File: config.mk
export PLATFORM = sky130hd
export DESIGN_NAME = imiss_sample_reg
export DESIGN_NICKNAME = d
export VERILOG_FILES = /design/src/rtl/imiss_pkg.sv /design/src/rtl/imiss_cfg_reg.sv /design/src/rtl/imiss_qualify.sv /design/src/rtl/imiss_hold.sv /design/src/rtl/imiss_sample_reg.sv
export SDC_FILE = /design/constraint.sdc
export NUM_CORES = 1
export LEC_CHECK = 0
export ABC_AREA = 1
export BUFFER_PORTS_ARGS = -buffer_cell sky130_fd_sc_hd__buf_2
export CORE_MARGIN = 4
export CORE_UTILIZATION = 45
export DETAILED_ROUTE_END_ITERATION = 6
export PLACE_DENSITY = 0.81
export SYNTH_ARGS = -nofsm -noshare
export SYNTH_HDL_FRONTEND = slang
export SYNTH_SLANG_ARGS = --single-unit
File: constraint.sdc
create_clock -name clk -period 1.7 [get_ports clk]
set_input_delay 0.34 -clock clk [delete_from_list [all_inputs] [get_ports clk]]
set_output_delay 0.34 -clock clk [all_outputs]
set_load 0.02 [all_outputs]
File: src/rtl/imiss_pkg.sv
package imiss_pkg;
  typedef enum logic {
    MODE_CACHE = 1'b0,
    MODE_TLB   = 1'b1
  } cap_mode_e;
endpackage

File: src/rtl/imiss_cfg_reg.sv
module imiss_cfg_reg #(
  parameter int MASK_W = 4
) (
  input  logic                clk,
  input  logic                rst,
  input  logic                we,
  input  logic                mode_in,
  input  logic [MASK_W-1:0]   mask_in,
  output imiss_pkg::cap_mode_e mode,
  output logic [MASK_W-1:0]   mask
);
  always_ff @(posedge clk) begin
    if (rst) begin
      mode <= imiss_pkg::MODE_CACHE;
      mask <= '0;
    end else if (we) begin
      mode <= imiss_pkg::cap_mode_e'(mode_in);
      mask <= mask_in;
    end
  end
endmodule

File: src/rtl/imiss_qualify.sv
module imiss_qualify #(
  parameter int ADDR_W = 32,
  parameter int LAT_W  = 12,
  parameter int MASK_W = 4
) (
  input  imiss_pkg::cap_mode_e mode,
  input  logic [MASK_W-1:0]    mask,
  input  logic                 ic_vld,
  input  logic [ADDR_W-1:0]    ic_addr,
  input  logic [LAT_W-1:0]     ic_lat,
  input  logic                 tlb_vld,
  input  logic [ADDR_W-1:0]    tlb_addr,
  input  logic [MASK_W-1:0]    tlb_type,
  output logic                 hit,
  output logic [ADDR_W-1:0]    hit_addr,
  output logic [LAT_W-1:0]     hit_lat
);
  logic [MASK_W-1:0] type_match;
  logic              ic_hit;
  logic              tlb_hit;

  for (genvar b = 0; b < MASK_W; b++) begin : g_type
    assign type_match[b] = tlb_type[b] & mask[b];
  end

  assign ic_hit  = ic_vld && (ic_lat > LAT_W'(mask));
  assign tlb_hit = tlb_vld && (|type_match);

  always_comb begin
    if (mode == imiss_pkg::MODE_TLB) begin
      hit      = tlb_hit;
      hit_addr = tlb_addr;
      hit_lat  = '0;
    end else begin
      hit      = ic_hit;
      hit_addr = ic_addr;
      hit_lat  = ic_lat;
    end
  end
endmodule

File: src/rtl/imiss_hold.sv
module imiss_hold #(
  parameter int ADDR_W = 32,
  parameter int LAT_W  = 12
) (
  input  logic              clk,
  input  logic              rst,
  input  logic              en,
  input  logic              clr,
  input  logic              hit,
  input  logic [ADDR_W-1:0] hit_addr,
  input  logic [LAT_W-1:0]  hit_lat,
  output logic              valid,
  output logic [ADDR_W-1:0] addr,
  output logic [LAT_W-1:0]  lat
);
  logic take;
  assign take = en && hit && !valid;

  always_ff @(posedge clk) begin
    if (rst) begin
      valid <= 1'b0;
      addr  <= '0;
      lat   <= '0;
    end else begin
      if (take) begin
        valid <= 1'b1;
        addr  <= hit_addr;
        lat   <= hit_lat;
      end else if (clr) begin
        valid <= 1'b0;
      end
    end
  end
endmodule

File: src/rtl/imiss_sample_reg.sv
module imiss_sample_reg #(
  parameter int ADDR_W = 32,
  parameter int LAT_W  = 12,
  parameter int MASK_W = 4
) (
  input  logic              clk,
  input  logic              rst,
  input  logic              cap_en,
  input  logic              cfg_we,
  input  logic              cfg_tlb_mode,
  input  logic [MASK_W-1:0] cfg_mask,
  input  logic              flag_clr,
  input  logic              ic_miss_vld,
  input  logic [ADDR_W-1:0] ic_miss_addr,
  input  logic [LAT_W-1:0]  ic_miss_lat,
  input  logic              tlb_miss_vld,
  input  logic [ADDR_W-1:0] tlb_miss_addr,
  input  logic [MASK_W-1:0] tlb_miss_type,
  output logic              mode_q,
  output logic [MASK_W-1:0] mask_q,
  output logic              smp_valid,
  output logic [ADDR_W-1:0] smp_addr,
  output logic [LAT_W-1:0]  smp_lat
);
  imiss_pkg::cap_mode_e mode_r;
  logic                 hit;
  logic [ADDR_W-1:0]    hit_addr;
  logic [LAT_W-1:0]     hit_lat;

  imiss_cfg_reg #(.MASK_W(MASK_W)) i_cfg (
    .clk(clk), .rst(rst), .we(cfg_we), .mode_in(cfg_tlb_mode),
    .mask_in(cfg_mask), .mode(mode_r), .mask(mask_q)
  );

  assign mode_q = (mode_r == imiss_pkg::MODE_TLB);

  imiss_qualify #(.ADDR_W(ADDR_W), .LAT_W(LAT_W), .MASK_W(MASK_W)) i_qual (
    .mode(mode_r), .mask(mask_q),
    .ic_vld(ic_miss_vld), .ic_addr(ic_miss_addr), .ic_lat(ic_miss_lat),
    .tlb_vld(tlb_miss_vld), .tlb_addr(tlb_miss_addr), .tlb_type(tlb_miss_type),
    .hit(hit), .hit_addr(hit_addr), .hit_lat(hit_lat)
  );

  imiss_hold #(.ADDR_W(ADDR_W), .LAT_W(LAT_W)) i_hold (
    .clk(clk), .rst(rst), .en(cap_en), .clr(flag_clr), .hit(hit),
    .hit_addr(hit_addr), .hit_lat(hit_lat),
    .valid(smp_valid), .addr(smp_addr), .lat(smp_lat)
  );
endmodule

## Yosys cells after proc, flatten, opt, wreduce, memory -nomap -nowiden

Index checks and enable logic that the tools add are counted.

- Register bits: 50

- Magnitude comparators: 1
- Muxes and demuxes: 5
- Bitwise logic cells: 4
- Reductions and logical operators: 7

Operator list:

| kind | count |
|---|---|
| $mux W32 | 1 |
| $gt A12 B4 Y1 | 1 |
| $mux W12 | 1 |
| $and A1 B1 Y1 | 4 |
| $logic_and A1 B1 Y1 | 4 |
| $reduce_or A4 Y1 | 1 |
| $mux W1 | 3 |
| $reduce_bool A2 Y1 | 1 |
| $logic_not A1 Y1 | 1 |

## Depth between registers and ports, before layout

Gate-level depths: netlist of run 1.

- Word-level depth: 7
- Gate-level depth with buffers: 14
- Depth with buffers taken out: 13

## Hierarchy

A second synthesis of run 1 with hierarchy kept.

- Cell total of the unflattened synthesis: 413
- Area total of the unflattened synthesis: 2844.0 um^2

Modules (own cells, without submodules):

| module | times used | cells each | area each (um^2) | sequential area each (um^2) |
|---|---|---|---|---|
| imiss_hold | 1 | 283 | 1833.0 | 900.9 |
| imiss_qualify | 1 | 98 | 802.0 | 0.0 |
| imiss_cfg_reg | 1 | 32 | 209.0 | 100.1 |

## Worst setup path after synthesis of run 1

Ideal clock, no wire load.

- Kind: flip-flop to flip-flop
- From: register i_cfg.mask[3]
- To: register i_hold.addr[9]
- Library setup time: 0.113 ns
- Arrival: 1.610 ns
- Required time: 1.587 ns
- Setup slack: -0.022 ns
- Cell stages (with the launch flop): 13
- Period minus slack after synthesis: 1.722 ns
- Path through: dfxtp_1 inv_1 ha_1 nand4_1 nor2_1 nand2_1 nand3_1 nand2_2 nand2_4 buf_4 nand2_1 nand2_1 nor2_1

- Cells in the longest elaborated chain, start to end: 6
- Elaborated cells between the ends (all ways): 8
- Classes of those cells: 1 x order compare; 1 x mux; 1 x bitwise; 5 x reduce/logical

RTL lines:

| item | line | RTL |
|---|---|---|
| start, declared | imiss_cfg_reg.sv:10 | `output logic [MASK_W-1:0] mask` |
| start signal, assigned | imiss_cfg_reg.sv:18 | `mask <= mask_in;` |
| branches (longest 3 deep; another with $gt A12 B4 Y1) | -- |  |
| $mux W1 (*) | imiss_qualify.sv:30 | `if (mode == imiss_pkg::MODE_TLB) begin` |
| $logic_and A1 B1 Y1 (*) (2 in a row) | imiss_hold.sv:17 | `assign take = en && hit && !valid;` |
| end signal, assigned | imiss_hold.sv:27 | `addr <= hit_addr;` |
| end, declared | imiss_hold.sv:13 | `output logic [ADDR_W-1:0] addr,` |

Every way passes the cells marked *.
A chain may end at the register's enable or synchronous reset.

## Worst setup path after layout of run 1

- From: register i_cfg.mask[1]
- To: register i_hold.lat[11]

- Cells in the longest elaborated chain, start to end: 6
- Elaborated cells between the ends (all ways): 8
- Classes of those cells: 1 x order compare; 1 x mux; 1 x bitwise; 5 x reduce/logical

RTL lines:

| item | line | RTL |
|---|---|---|
| branches (longest 3 deep; another with $gt A12 B4 Y1) | -- |  |
| $mux W1 (*) | imiss_qualify.sv:30 |  |
| $logic_and A1 B1 Y1 (*) (2 in a row) | imiss_hold.sv:17 |  |
| end signal, assigned | imiss_hold.sv:28 | `lat <= hit_lat;` |
| end, declared | imiss_hold.sv:14 | `output logic [LAT_W-1:0] lat` |

Marks and branches as above.

==> results.toml, run 1 <==
[setup_path]
end_kind = "flip-flop"
crit_arrival_ns = 1.91
crit_required_ns = 1.90
startpoint_type = "flip-flop"
timing.rr.start = "i_cfg.mask[1]"
path_class = "flip-flop to flip-flop"
path_max_fanout = 6
r2r_cells = 11
r2r_setup_slack_ns = -0.007
rr_endpoint = "i_hold.lat[11]"

[run_status]
failed_checks = "setup timing"
status = "complete, but fails checks"

[floorplanning]
die_h_um = 83.92
coreArea_um2 = 5540
rows = 27
die_area_um2 = 7043
initial_core_util_pct = 46.82
io_pins = 142
die_w_um = 83.92

[sta]
slew_violations = 0
finalCritPeriodShare_pct = 100.4
rsz0062_at_grt = "yes"
hold_violations = 0
setup_violations = 2
finalClockSkew_ns = 0.006343
maxSlewHeadroom_pct = 80.43
fin_crit_ns = 1.707
worst_pin_slew_ns = 0.2929
max_freq_mhz = 585.7
setup_ws_ns = -0.007457
fin_tns_setup_ns = -0.007954

[logic_synthesis]
synth_edf_count = 0
synthMuxAreaShare_pct = 5.403
synth_fp_nets = 501
synth_xor_area_share_pct = 0
synthCells = 405
avgSynthCellArea_um2 = 6.404
ys_top_cells_by_area = "dfxtp_1, nand2_1, nor2_1, a21oi_1, mux2i_1"
yosysSeqAreaShare_pct = 38.59
synth_top_family_by_area = "simple AND/OR/NAND/NOR gates"
ys_ff_latch = 50
synth_compound_area_share_pct = 7.767
yosys.area.top_type = "dfxtp_1"
synth-simple-area-share_pct = 37.34
synthAdderAreaFrac_pct = 1.930
synth_area_um2 = 2594
synthFlopType = "dfxtp_1"
synth_top_area_share_pct = 38.59
ys_types = 18
ys_warn_count = 0
async_flop_share_pct = 0

[placement]
port_buffers = 141
pre_cts_slack_ns = -0.06485
dpl_cell_area_um2 = 3431
place_hpwl_um = 5493
routabilityCongestion = 0.7706

[power_and_ir_drop]
vdd.ir_drop.worst_uv = 382.5
power_w = 0.003181
p_leak_nw = 2.128
powerDensity_nw_per_um2 = 817.3

[cells_and_area]
antenna_cells = 0
drive_gt1_share_pct = 40.00
fin_util_pct = 70.26
layout.nets = 650
final_cell_mix = "buf_2, nand2_1, nor2_1"
fin_area_um2 = 3892
final_common_cell = "buf_2"
area_growth_pct = 50.07

[clocking]
insertion_delay_ns = 0.30
cts_tree = "done"
htree_levels = 2
clock_sinks = 50
clockRootBuffer = "clkbuf_8"
cts_buffers = 5
cts_hold_buf = 0
clkTransAtPathRegs_ns = 0.09
cts.path.max_buffers = 2

[routing]
finalWirelength_um = 7896
drc = 0
num_vias = 3027
wl_per_cell_um = 12.59
firstDrtPassIters = 4
avgViaCountPerCell = 4.828
ant_nets = 0
drt-initial-drc-count = 111

[grt]
overflow = 0
antenna_found_initial = 0
grt_pass1_vias = 2890
track_usage_pct = 20.47
grt_pass1_wl_um = 12150
grt_max_degree = 53

[run]
max_cap_violations = 0

[hold_path]
min_path_cells = 2
min_to = "i_hold.valid"
min_path_type = "input pin to flip-flop"
min_from = "rst"
==> power breakdown <==
group	switching [W]	internal (W)	leakage [nW]
Sequential	0.0000697	0.00128	0.413
Clock	0.000378	0.000441	0.0524
Combinational	0.000579	0.000435	1.66
==> cell usage after synthesis (2+ instances only) <==
master    instances
nand3_1          28
nor2_1           70
mux2i_1          14
nand2_1         141
buf_2            12
dfxtp_1          50
ha_1              4
nand4_1           2
buf_1             3
a21oi_1          32
inv_1            30
o21ai_0           5
clkbuf_1          7
buf_4             3
==> worst max-delay path by stage <==
stage,depth (start not counted),to,slack (ns),startpoint
floorplan,12,i_hold.addr[9],0.02,i_cfg.mask[2]
global placement,12,i_hold.lat[3],-0.009,ic_miss_lat[3]
detailed placement,12,i_hold.lat[8],-0.06,ic_miss_lat[3]
CTS,12,i_hold.lat[9],0.001,i_cfg.mask[1]
global route,11,i_hold.lat[11],-0.09,i_cfg.mask[1]
finish,11,i_hold.lat[11],-0.007,i_cfg.mask[1]
==> layout make-up <==
type,instances,area [µm²]
clock buffer,7,76.32
tap,72,90.09
clock inverter,1,30.03
sequential,50,1006
inverter,30,115.1
fill,464,1648
multi-input combinational,300,1559
timing repair buffer,167,1016
==> cells by family (layout without fill, tap and decap cells) <==
logic type      after synthesis  in the layout
flops                        50             50
fa+ha+maj                     4              4
simple gates                244            244
buf+inv                      55            205
mux                          14             14
compound gates               38             38
==> metal layers <==
| metal | vias up | share of wire, % | GRT usage [%] |
|---|---|---|---|
| met3 | 13 | 8.3 | 5.923 |
| met1 | 1347 | 39 | 22.67 |
| met2 | 116 | 51 | 37.67 |
| met4 | 0 | 1.3 | 5.848 |
| met5 | - | 0 | 0 |
| li1 | 1551 | - | - |
==> state kept, by name, summed over array words and instances, names as in the netlist <==
register,count
i_cfg.mode,1
i_hold.addr,32
i_hold.lat,12
i_cfg.mask,4
i_hold.valid,1
==> critical path, stage by stage, from the launching register on <==
cell and delay, ns:
dfxtp_2 0.36, inv_4 0.05, ha_4 0.26, nand4_1 0.09
nor2_1 0.10, nand2_1 0.07, nand3_2 0.08, nand2_4 0.08
buf_12 0.15, clkbuf_16 0.16, a21oi_1 0.14, nor2_1 0.07
==> through the flow <==
step / hold WS [ns] / cells
floorplan: 0.4091 / 405
global placement: 0.4545 / 609
detailed placement: 0.4675 / 609
CTS: 0.2037 / 623
global route: 0.1939 / 627
finish: 0.2041 / 627
==> what timing repair did <==
| item | CTS | global route |
|---|---|---|
| gates resized for setup | 9 | 45 |
| endpoints found under the hold margin | 0 | 0 |
| pin swaps | 2 | 12 |
| setup buffers | 5 | 2 |
| setup endpoints to repair | 2 | 38 |
| cloned | 1 | 3 |
No activity file was read; power rests on OpenSTA's default activity.
==> run 2, diff against run 1 <==
ABC_AREA = not set   (was 1)
CORE_UTILIZATION = 29   (was 45)
PLACE_DENSITY = not set   (was 0.81)
==> results.toml, run 2 <==
[power_and_ir_drop]
seqPwrFrac_pct = 47.4
powerDensity_nw_per_um2 = 765.1
p_comb_share_pct = 23.4
clockPowerShare_pct = 29.2
power.internal_w = 0.001960
p_sw_w = 0.0007344
p_leak_nw = 1.772
vdd.ir_drop.worst_uv = 302.1
power_w = 0.002695
p_sw_share_pct = 27.25

[routing]
num_vias = 2297
drt-initial-drc-count = 40
wl_per_cell_um = 13.13
drc = 0
finalWirelength_um = 6567
firstDrtPassIters = 4
avgViaCountPerCell = 4.594
ant_nets = 0

[cells_and_area]
largest_reg_flops = 32
antenna_cells = 0
area_growth_pct = 46.46
final_cell_mix = "buf_2, dfxtp_1, mux2i_1"
largest-register = "i_hold.addr"
final_common_cell = "buf_2"
top_regs = "i_hold.addr: 32 flops, i_hold.lat: 12 flops, i_cfg.mask: 4 flops"
layout.nets = 493
final_cell_count_no_fill = 500
drive_gt1_share_pct = 46.73
fin_area_um2 = 3522

[sta]
maxSlewHeadroom_pct = 61.71
slew_violations = 0
rsz0062_at_grt = "yes"
finalCritPeriodShare_pct = 109.7
hold_violations = 0
finalClockSkew_ns = 0.004574
setup_violations = 45
setup_ws_ns = -0.1646
worst_pin_slew_ns = 0.5743
max_freq_mhz = 536.3
fin_crit_ns = 1.865

[floorplanning]
coreArea_um2 = 7888
initial_core_util_pct = 30.49
die_h_um = 99.06
die_w_um = 99.06
io_pins = 142
die_area_um2 = 9813
rows = 32

[setup_path]
crit_required_ns = 1.89
crit_family = "compound AO/OA/AOI/OAI gates"
crit_path_start = "i_cfg.mask[1]"
cp-endpoint = "i_hold.lat[1]"
startpoint_type = "flip-flop"
r2r_cells = 9
cp_num_buf_inv = 3
timing.rr.start = "i_cfg.mask[1]"
r2r_setup_slack_ns = -0.16
rr_endpoint = "i_hold.lat[1]"
cp_num_cells = 9
cpPeakStageDelay_ns = 0.35
end_kind = "flip-flop"
path_class = "flip-flop to flip-flop"
crit_chain = "inv_2, ha_4, nor2b_4, o211ai_2, a21oi_2, o311ai_4, buf_12, buf_4, a32o_1"
crit_arrival_ns = 2.06
path_max_fanout = 6
cp_slowest_cell = "dfxtp_4"

[logic_synthesis]
yosysMostFrequentCell = "dfxtp_1"
synthCells = 249
async_flop_share_pct = 0
synth_fp_nets = 345
synth_common_cells = "dfxtp_1, mux2i_1, nand2_1"
synth_edf_count = 0
yosysSeqAreaShare_pct = 41.62
ys_types = 24
synthFlopType = "dfxtp_1"
synth_area_um2 = 2405
synth_top_area_share_pct = 41.62
avgSynthCellArea_um2 = 9.658
ys_top_cells_by_area = "dfxtp_1, mux2i_1, o211ai_1, nand2b_1, nand2_1"
ys_ff_latch = 50
yosys.area.top_type = "dfxtp_1"
ys_warn_count = 0

[clocking]
htree_levels = 2
clock_sinks = 50
cts.path.max_buffers = 2
cts_hold_buf = 0
cts_buffers = 5
clockRootBuffer = "clkbuf_8"
insertion_delay_ns = 0.29
cts_tree = "done"
clkTransAtPathRegs_ns = 0.09

[hold_path]
min_path_cells = 2
min_path_type = "input pin to flip-flop"

[placement]
dpl_cell_area_um2 = 3301
place_hpwl_um = 4991
dp_cells = 487
routabilityCongestion = 0.7354
port_buffers = 141

[run]
max_cap_violations = 0

[run_status]
failed_checks = "setup timing"
status = "complete, but fails checks"

[grt]
grt_max_degree = 66
grt_pass1_vias = 2277
overflow = 0
grt_pass1_wl_um = 10520
track_usage_pct = 12.89
antenna_found_initial = 0
[run 2: cell types whose count changed after synthesis, sizes merged, moves of 10 or more]
cell / previous run / this run
nor2: 70 / 5
mux2i: 14 / 37
a32o: 0 / 12
o211ai: 0 / 33
nand3: 28 / 0
a21oi: 33 / 3
nand2: 143 / 34
inv: 30 / 5
nand2b: 0 / 33
buf: 18 / 8
[run 2: worst min-delay path by stage]
| stage | from | slack [ns] | end |
|---|---|---|---|
| 3_3_place_gp | i_hold.addr[5] | 0.44 | i_hold.addr[5] |
| 3_5_place_dp | i_hold.addr[17] | 0.45 | i_hold.addr[17] |
| 6_report | ic_miss_lat[11] | 0.28 | i_hold.lat[11] |
| 4_1_cts | ic_miss_lat[0] | 0.26 | i_hold.lat[0] |
| 2_1_floorplan | rst | 0.40 | i_hold.valid |
| 5_1_grt | ic_miss_lat[5] | 0.28 | i_hold.lat[5] |
[run 2: cells by family (layout without fill, tap and decap cells)]
logic type	after synthesis	count (layout)	synth area share (%)
AOI/OAI and AO/OA	53	53	18.78
buffers and inverters	26	175	5.515
adders and majority gates	4	4	2.081
DFF	50	50	41.62
muxes	37	37	15.40
and+or+nand+nor	79	79	16.60
[run 2: timing repair]
| item | 4_1_cts | 5_1_grt |
|---|---|---|
| cloned | 1 | 2 |
| setup endpoints to repair | 45 | 45 |
| pin swaps | 0 | 2 |
| setup buffers | 1 | 1 |
| resized for setup | 1 | 2 |
[run 2: layout make-up]
type	instances	area [µm²]
timing repair buffer	162	949.7
fill	787	4365
inverter	5	18.77
clock buffer	8	110.1
multi-input combinational	173	1308
tap	102	127.6
sequential	50	1008
[run 2: power groups by stage]
stage	sequential (W)	clock [W]	combinational, W
after floorplan	0.00139	0	0.000266
after global placement	0.00130	0	0.000589
after detailed placement	0.00130	0	0.000600
final	0.00128	0.000787	0.000631
after CTS	0.00128	0.000824	0.000620
after global routing	0.00129	0.000878	0.000692
[run 2: per-stage QoR]
stage / setup TNS (ns) / hold WS (ns) / utilization (%) / setup WS [ns]
6_report: -6.316 / 0.2752 / 44.65 / -0.1646
5_1_grt: -10.15 / 0.2787 / 44.65 / -0.2636
4_1_cts: -6.725 / 0.2594 / 43.85 / -0.1972
3_5_place_dp: -10.11 / 0.4489 / 41.85 / -0.2796
3_3_place_gp: -8.301 / 0.4423 / 41.85 / -0.2014
2_1_floorplan: -6.381 / 0.4024 / - / -0.1743
[run 2: routing by layer]
| layer | up-vias | GRT usage [%] | routed length, µm |
|---|---|---|---|
| met3 | 2 | 3.963 | 583 |
| met2 | 82 | 22.16 | 3130 |
| met4 | 0 | 2.731 | 27 |
| li1 | 1187 | - | - |
| met5 | - | 0 | 0 |
| met1 | 1026 | 15.84 | 2826 |
